### src/rtl/bsq_pkg.sv
package bsq_pkg;

  typedef enum logic {
    ORD_INTERLEAVE = 1'b0,
    ORD_LINEAR     = 1'b1
  } bsq_order_e;

  localparam int unsigned BSQ_CW = 2;

  typedef logic [BSQ_CW-1:0] bsq_cnt_t;

endpackage

### src/rtl/bsq_capture.sv
module bsq_capture
  import bsq_pkg::*;
#(
  parameter int unsigned AW = 19
) (
  input  logic          clk,
  input  logic          rst_n,
  input  logic          load,
  input  logic [AW-1:0] addr_in,
  input  logic          lin_in,
  output logic [AW-1:0] base_q,
  output bsq_order_e    order_q
);

  always_ff @(posedge clk) begin
    if (!rst_n) begin
      base_q  <= '0;
      order_q <= ORD_INTERLEAVE;
    end else if (load) begin
      base_q  <= addr_in;
      order_q <= lin_in ? ORD_LINEAR : ORD_INTERLEAVE;
    end
  end

endmodule

### src/rtl/bsq_counter.sv
module bsq_counter
  import bsq_pkg::*;
(
  input  logic     clk,
  input  logic     rst_n,
  input  logic     clear,
  input  logic     step,
  output bsq_cnt_t cnt_q
);

  bsq_cnt_t cnt_d;

  always_comb begin
    cnt_d = cnt_q;
    if (clear)     cnt_d = '0;
    else if (step) cnt_d = cnt_q + bsq_cnt_t'(1);
  end

  always_ff @(posedge clk) begin
    if (!rst_n) cnt_q <= '0;
    else        cnt_q <= cnt_d;
  end

endmodule

### src/rtl/bsq_order.sv
module bsq_order
  import bsq_pkg::*;
(
  input  bsq_cnt_t   start_low,
  input  bsq_cnt_t   cnt,
  input  bsq_order_e order,
  output bsq_cnt_t   word_low
);

  bsq_cnt_t lin_low;
  bsq_cnt_t ilv_low;

  always_comb begin
    lin_low  = start_low + cnt;
    ilv_low  = start_low ^ cnt;
    word_low = (order == ORD_LINEAR) ? lin_low : ilv_low;
  end

endmodule

### src/rtl/bsq_burst_seq.sv
module bsq_burst_seq
  import bsq_pkg::*;
#(
  parameter int unsigned AW = 19
) (
  input  logic          clk,
  input  logic          rst_n,
  input  logic [AW-1:0] addr_i,
  input  logic          start_a_i,
  input  logic          start_b_i,
  input  logic          advance_i,
  input  logic          order_lin_i,
  output logic [AW-1:0] addr_o,
  output logic [1:0]    burst_pos_o
);

  localparam int unsigned UW = AW - BSQ_CW;

  logic       load;
  logic       step;
  logic [AW-1:0] base_q;
  bsq_order_e order_q;
  bsq_cnt_t   cnt_q;
  bsq_cnt_t   word_low;

  // Either strobe starts a burst; a strobe overrides advance.
  assign load = start_a_i | start_b_i;
  assign step = advance_i & ~load;

  bsq_capture #(.AW(AW)) u_capture (
    .clk     (clk),
    .rst_n   (rst_n),
    .load    (load),
    .addr_in (addr_i),
    .lin_in  (order_lin_i),
    .base_q  (base_q),
    .order_q (order_q)
  );

  bsq_counter u_counter (
    .clk   (clk),
    .rst_n (rst_n),
    .clear (load),
    .step  (step),
    .cnt_q (cnt_q)
  );

  bsq_order u_order (
    .start_low (base_q[BSQ_CW-1:0]),
    .cnt       (cnt_q),
    .order     (order_q),
    .word_low  (word_low)
  );

  generate
    if (UW > 0) begin : g_upper
      assign addr_o = {base_q[AW-1:BSQ_CW], word_low};
    end else begin : g_low_only
      assign addr_o = word_low;
    end
  endgenerate

  assign burst_pos_o = cnt_q;

endmodule

### config.mk
export PLATFORM = sky130hd
export DESIGN_NAME = bsq_burst_seq
export DESIGN_NICKNAME = d
export VERILOG_FILES = /design/src/rtl/bsq_pkg.sv /design/src/rtl/bsq_capture.sv /design/src/rtl/bsq_counter.sv /design/src/rtl/bsq_order.sv /design/src/rtl/bsq_burst_seq.sv
export SDC_FILE = /design/constraint.sdc
export NUM_CORES = 1
export LEC_CHECK = 0
export BUFFER_PORTS_ARGS = -buffer_cell sky130_fd_sc_hd__buf_2
export CORE_UTILIZATION = 30
export CTS_CLUSTER_SIZE = 14
export DETAILED_ROUTE_END_ITERATION = 8
export MAX_ROUTING_LAYER = met4
export PLACE_DENSITY = 0.54
export SLEW_MARGIN = 20
export SYNTH_ARGS = -nofsm -noshare
export SYNTH_HDL_FRONTEND = slang
export SYNTH_SLANG_ARGS = --single-unit
### constraint.sdc
create_clock -name clk -period 1.1 [get_ports clk]
set_input_delay 0.11 -clock clk [delete_from_list [all_inputs] [get_ports clk]]
set_output_delay 0.11 -clock clk [all_outputs]
set_load 0.02 [all_outputs]
== After elaboration in Yosys (flattened, before gate mapping) ==
Cells that the tools add are included.

* Register bits: 22
* Input port bits: 25
* Output and inout bits: 21
* Word-level logic and storage cells: 13

* Add/sub/neg operators: 2
* Mux-type cells: 2
* Bitwise operators: 5
* Reductions and logical operators: 1

{| class="wikitable"
|+ Operators with widths
! kind !! number
|-
| 2-bit by 1-bit adder with 2-bit output, second input constant || 1
|-
| 2-bit adder || 1
|-
| 2-bit 2-to-1 mux || 1
|-
| 1-bit NOT || 2
|-
| 2-bit OR reduction || 1
|-
| 2-bit XOR || 1
|-
| 1-bit bitwise AND || 1
|-
| 1-bit 2-to-1 mux || 1
|-
| 1-bit OR || 1
|}

== Logic depth before layout (Yosys ltp) ==
* Depth after elaboration: 3
* Mapped depth: 3

== Modules after synthesis ==
A second synthesis with hierarchy kept.

* Cells, all modules: 78
* Area total of the unflattened synthesis: 888.4 um2

{| class="wikitable"
|+ Modules (own cells, without submodules)
! module !! instances !! cells each !! area an instance (um2)
|-
| bsq_capture || 1 || 64 || 755.7
|-
| bsq_counter || 1 || 8 || 85.1
|-
| bsq_order || 1 || 4 || 33.8
|-
| bsq_burst_seq || 1 || 2 || 13.8
|}

== Least setup slack after synthesis ==
OpenSTA, ideal clock, no wires.

* Path type: reg2out
* Start: register u_counter.cnt_q[0]
* End: output port addr_o[1]
* Arrival time: 1.114 ns
* Required time: 0.990 ns
* Path slack: -0.124 ns
* Stages on the path, launching flop included: 4
* Cells stage by stage: dfxtp_1 -> ha_1 -> nand2_1 -> xnor2_1

* Word-level cells in the longest chain between the ends: 2

{| class="wikitable"
|+ Ends and longest elaborated chain
! element !! line !! text
|-
| from (decl) || bsq_counter.sv:8 || <nowiki>output bsq_cnt_t cnt_q</nowiki>
|-
| from (signal assigned) || bsq_counter.sv:21 || <nowiki>else cnt_q <= cnt_d;</nowiki>
|-
| 2-bit adder || bsq_order.sv:14 || <nowiki>lin_low = start_low + cnt;</nowiki>
|-
| 2-bit 2-to-1 mux || bsq_order.sv:16 || <nowiki>word_low = (order == ORD_LINEAR) ? lin_low : ilv_low;</nowiki>
|-
| to (decl) || bsq_burst_seq.sv:13 || <nowiki>output logic [AW-1:0] addr_o,</nowiki>
|}

Every way passes these cells.

== Worst setup path in the final report ==
Same ends and word-level chain as after synthesis.

==> reports/qor.yml <==
worst_setup_path:
  cp_max_fo: 2
  cp.arrival_ns: 1.09
  endpoint_kind: "output pin"
  worstSetupPathType: "reg -> out"
  cp-start-kind: "register"
  required_ns: 0.99
global_route:
  grt-ovfl-total: 0
  grt_max_degree: 27
  antenna_found_initial: 0
  grt_pass1_vias: 853
  grtUsageTotal: 0.128
  grt_pass1_wl_um: 3910
clocking:
  cts_hold_buffers: 0
  clk_path_buf_depth: 2
  clock_sinks: 22
  clock_latency_ns: 0.26
  cts_buffers: 3
  cts_root_buf: "clkbuf_8"
  cts_tree: "built"
  htree_levels: 1
  clk_pin_slew_worst_paths_ns: 0.08
drt:
  drtPass1Iterations: 4
  drcViolationCount: 0
  via_count: 915
  routed_wirelength_um: 2400
  wl_per_cell_um: 12.4
  avgViaCountPerCell: 4.72
  postRouteAntennaNets: 0
  drt-initial-drc-count: 47
floorplanning:
  rows: 21
  die_width_um: 63.5
  initial_core_util: 0.327
  core_area_um2: 3470
  dieHeight_um: 63.5
  io_pins: 46
  dieArea_um2: 4030
synth:
  syn-num-nets: 145
  yosysWarnings: 0
  yosysSeqAreaShare: 0.389
  synthDistinctLibCells: 18
  ys_ff_latch: 22
  netlist_area_um2: 1130
  synthCells: 119
  syn_avg_cell_area_um2: 9.53
timing:
  setup_viol: 1
  min_period_ns: 1.20
  drv_slew: 0
  fin_skew_ns: 0.000137
  period_share: 1.09
  worst_pin_slew_ns: 0.253
  slew_headroom: 0.832
  rsz0062_at_grt: "yes"
  hold_viol: 0
  max_freq_ghz: 0.830
  fin_ws_ns: -0.104
pwr:
  p_sw_frac: 0.236
  seqPwrFrac: 0.448
  p_clk_frac: 0.390
  cell_internal_pwr_uw: 1480
  power.density_nw_per_um2: 1350
  p_total_uw: 1930
  p_comb_frac: 0.162
  max-vdd-ir-drop_uv: 690
  leakage_uw: 0.000625
  power_switching_uw: 457
job:
  drv_cap: 0
placed_design:
  place.gp.congestion: 0.604
  dp.cells: 188
  numPortBuffers: 45
  hpwl_um: 1610
  placed_cell_area_um2: 1310
finish:
  synthToLayoutAreaGrowth_pct: 26.6
  antenna_cells: 0
  final_cell_count_no_fill: 194
  drive_above_1_share: 0.466
  final_cell_area_um2: 1440
  fin_nets: 175
  final_core_util: 0.414
run_status:
  violations: "setup timing"
  status: "finished with violations"
hold_path:
  min_path_type: "in -> reg"
## stage by stage
stage	worst slack [ns]	hold slack [ns]	TNS, ns
after floorplan	0.0921	0.253	0
after global placement	0.0884	0.375	0
after detailed placement	0.0451	0.381	0
after CTS	-0.117	0.0877	-0.117
after global routing	-0.155	0.0895	-0.170
final	-0.104	0.0990	-0.104
## Yosys cell counts
master,count,area share
nor2_2,1,0.0055
clkbuf_1,7,0.023
or3b_4,1,0.0099
or3b_2,1,0.0077
a21boi_1,20,0.13
buf_2,1,0.0044
nand3b_1,1,0.0066
ha_1,1,0.011
xnor2_1,2,0.015
a21bo_2,1,0.0088
o21ai_0,20,0.088
a21oi_2,1,0.0077
nand2_1,1,0.0033
dfxtp_1,22,0.39
buf_6,2,0.020
xor2_1,1,0.0077
or3b_1,19,0.15
buf_4,17,0.11
## final timing paths
check                                     from                                 to  slack (ns)  depth (start not counted)
max            u_counter.cnt_q[0]$_SDFFE_PP0P_                          addr_o[1]       -0.10                          4
min                                 addr_i[13]  u_capture.base_q[13]$_SDFFE_PN0P_         0.1                          3
max reg2reg  u_capture.base_q[14]$_SDFFE_PN0P_  u_capture.base_q[14]$_SDFFE_PN0P_        0.14                          2
min reg2reg  u_capture.base_q[17]$_SDFFE_PN0P_  u_capture.base_q[17]$_SDFFE_PN0P_        0.55                          2
## cell usage in the layout, fill, tap and decap left out
| master | count |
|---|---|
| nand3b_1 | 1 |
| a21oi_2 | 1 |
| buf_4 | 6 |
| dfxtp_2 | 3 |
| ha_4 | 1 |
| buf_2 | 43 |
| a21bo_2 | 1 |
| o21ai_0 | 20 |
| a21boi_1 | 20 |
| dfxtp_1 | 18 |
| xnor2_1 | 1 |
| or3b_1 | 19 |
| clkbuf_8 | 3 |
| buf_12 | 2 |
| bufinv_16 | 1 |
| nand2_4 | 1 |
| xor2_2 | 1 |
| dfxtp_4 | 1 |
| or3b_4 | 1 |
| xnor2_2 | 1 |
| nor2_2 | 1 |
| or3b_2 | 1 |
| buf_6 | 1 |
## layout make-up
| cell class | instances | area (um2) |
|---|---|---|
| fill | 373 | 2030 |
| multi-input combinational | 70 | 547 |
| sequential | 22 | 448 |
| timing repair buffer | 52 | 312 |
| tap | 46 | 57.6 |
| clock buffer | 3 | 41.3 |
| clock inverter | 1 | 30.0 |
## what timing repair did
action / CTS / global route
endpoints found under the setup margin: 2 / 2
endpoints found under the hold margin: 0 / 0
buffers inserted: 2 / 0
pin swaps: 2 / 2
resized for setup: 11 / 1
## power groups by stage
stage	registers (uW)	clock network (uW)	logic (uW)
6_report	866	754	313
3_5_place_dp	883	0	304
3_3_place_gp	882	0	297
5_1_grt	872	826	343
4_1_cts	866	787	317
2_1_floorplan	878	0	236
## kinds of logic (layout without fill, tap and decap cells)
| kind of cell | count (synthesis) | count (layout) | synth area share |
|---|---|---|---|
| AO/OA/AOI/OAI | 42 | 42 | 0.237 |
| AND/OR/NAND/NOR | 24 | 24 | 0.180 |
| adder cells (fa/ha/maj) | 1 | 1 | 0.0110 |
| flip-flops | 22 | 22 | 0.389 |
| buffers and inverters | 27 | 56 | 0.160 |
| XOR/XNOR | 3 | 3 | 0.0232 |
## layer usage
| metal | vias up | routed length, um | GRT usage |
|---|---|---|---|
| li1 | 457 | - | - |
| met4 | 0 | 4 | 0.0256 |
| met2 | 27 | 1260 | 0.230 |
| met3 | 2 | 139 | 0.0326 |
| met5 | - | 0 | - |
| met1 | 429 | 995 | 0.143 |
## flip-flops by register name (all words and copies together), names as in the netlist
signal	count
u_capture.base_q	19
u_capture.order_q	1
u_counter.cnt_q	2
## worst max-delay path: stages, from the launching register on
cell and delay, ns:
dfxtp_4 0.36, ha_4 0.14, nand2_4 0.05, xnor2_2 0.14, buf_4 0.15
Note: power is estimated with default switching activity, not from simulation.
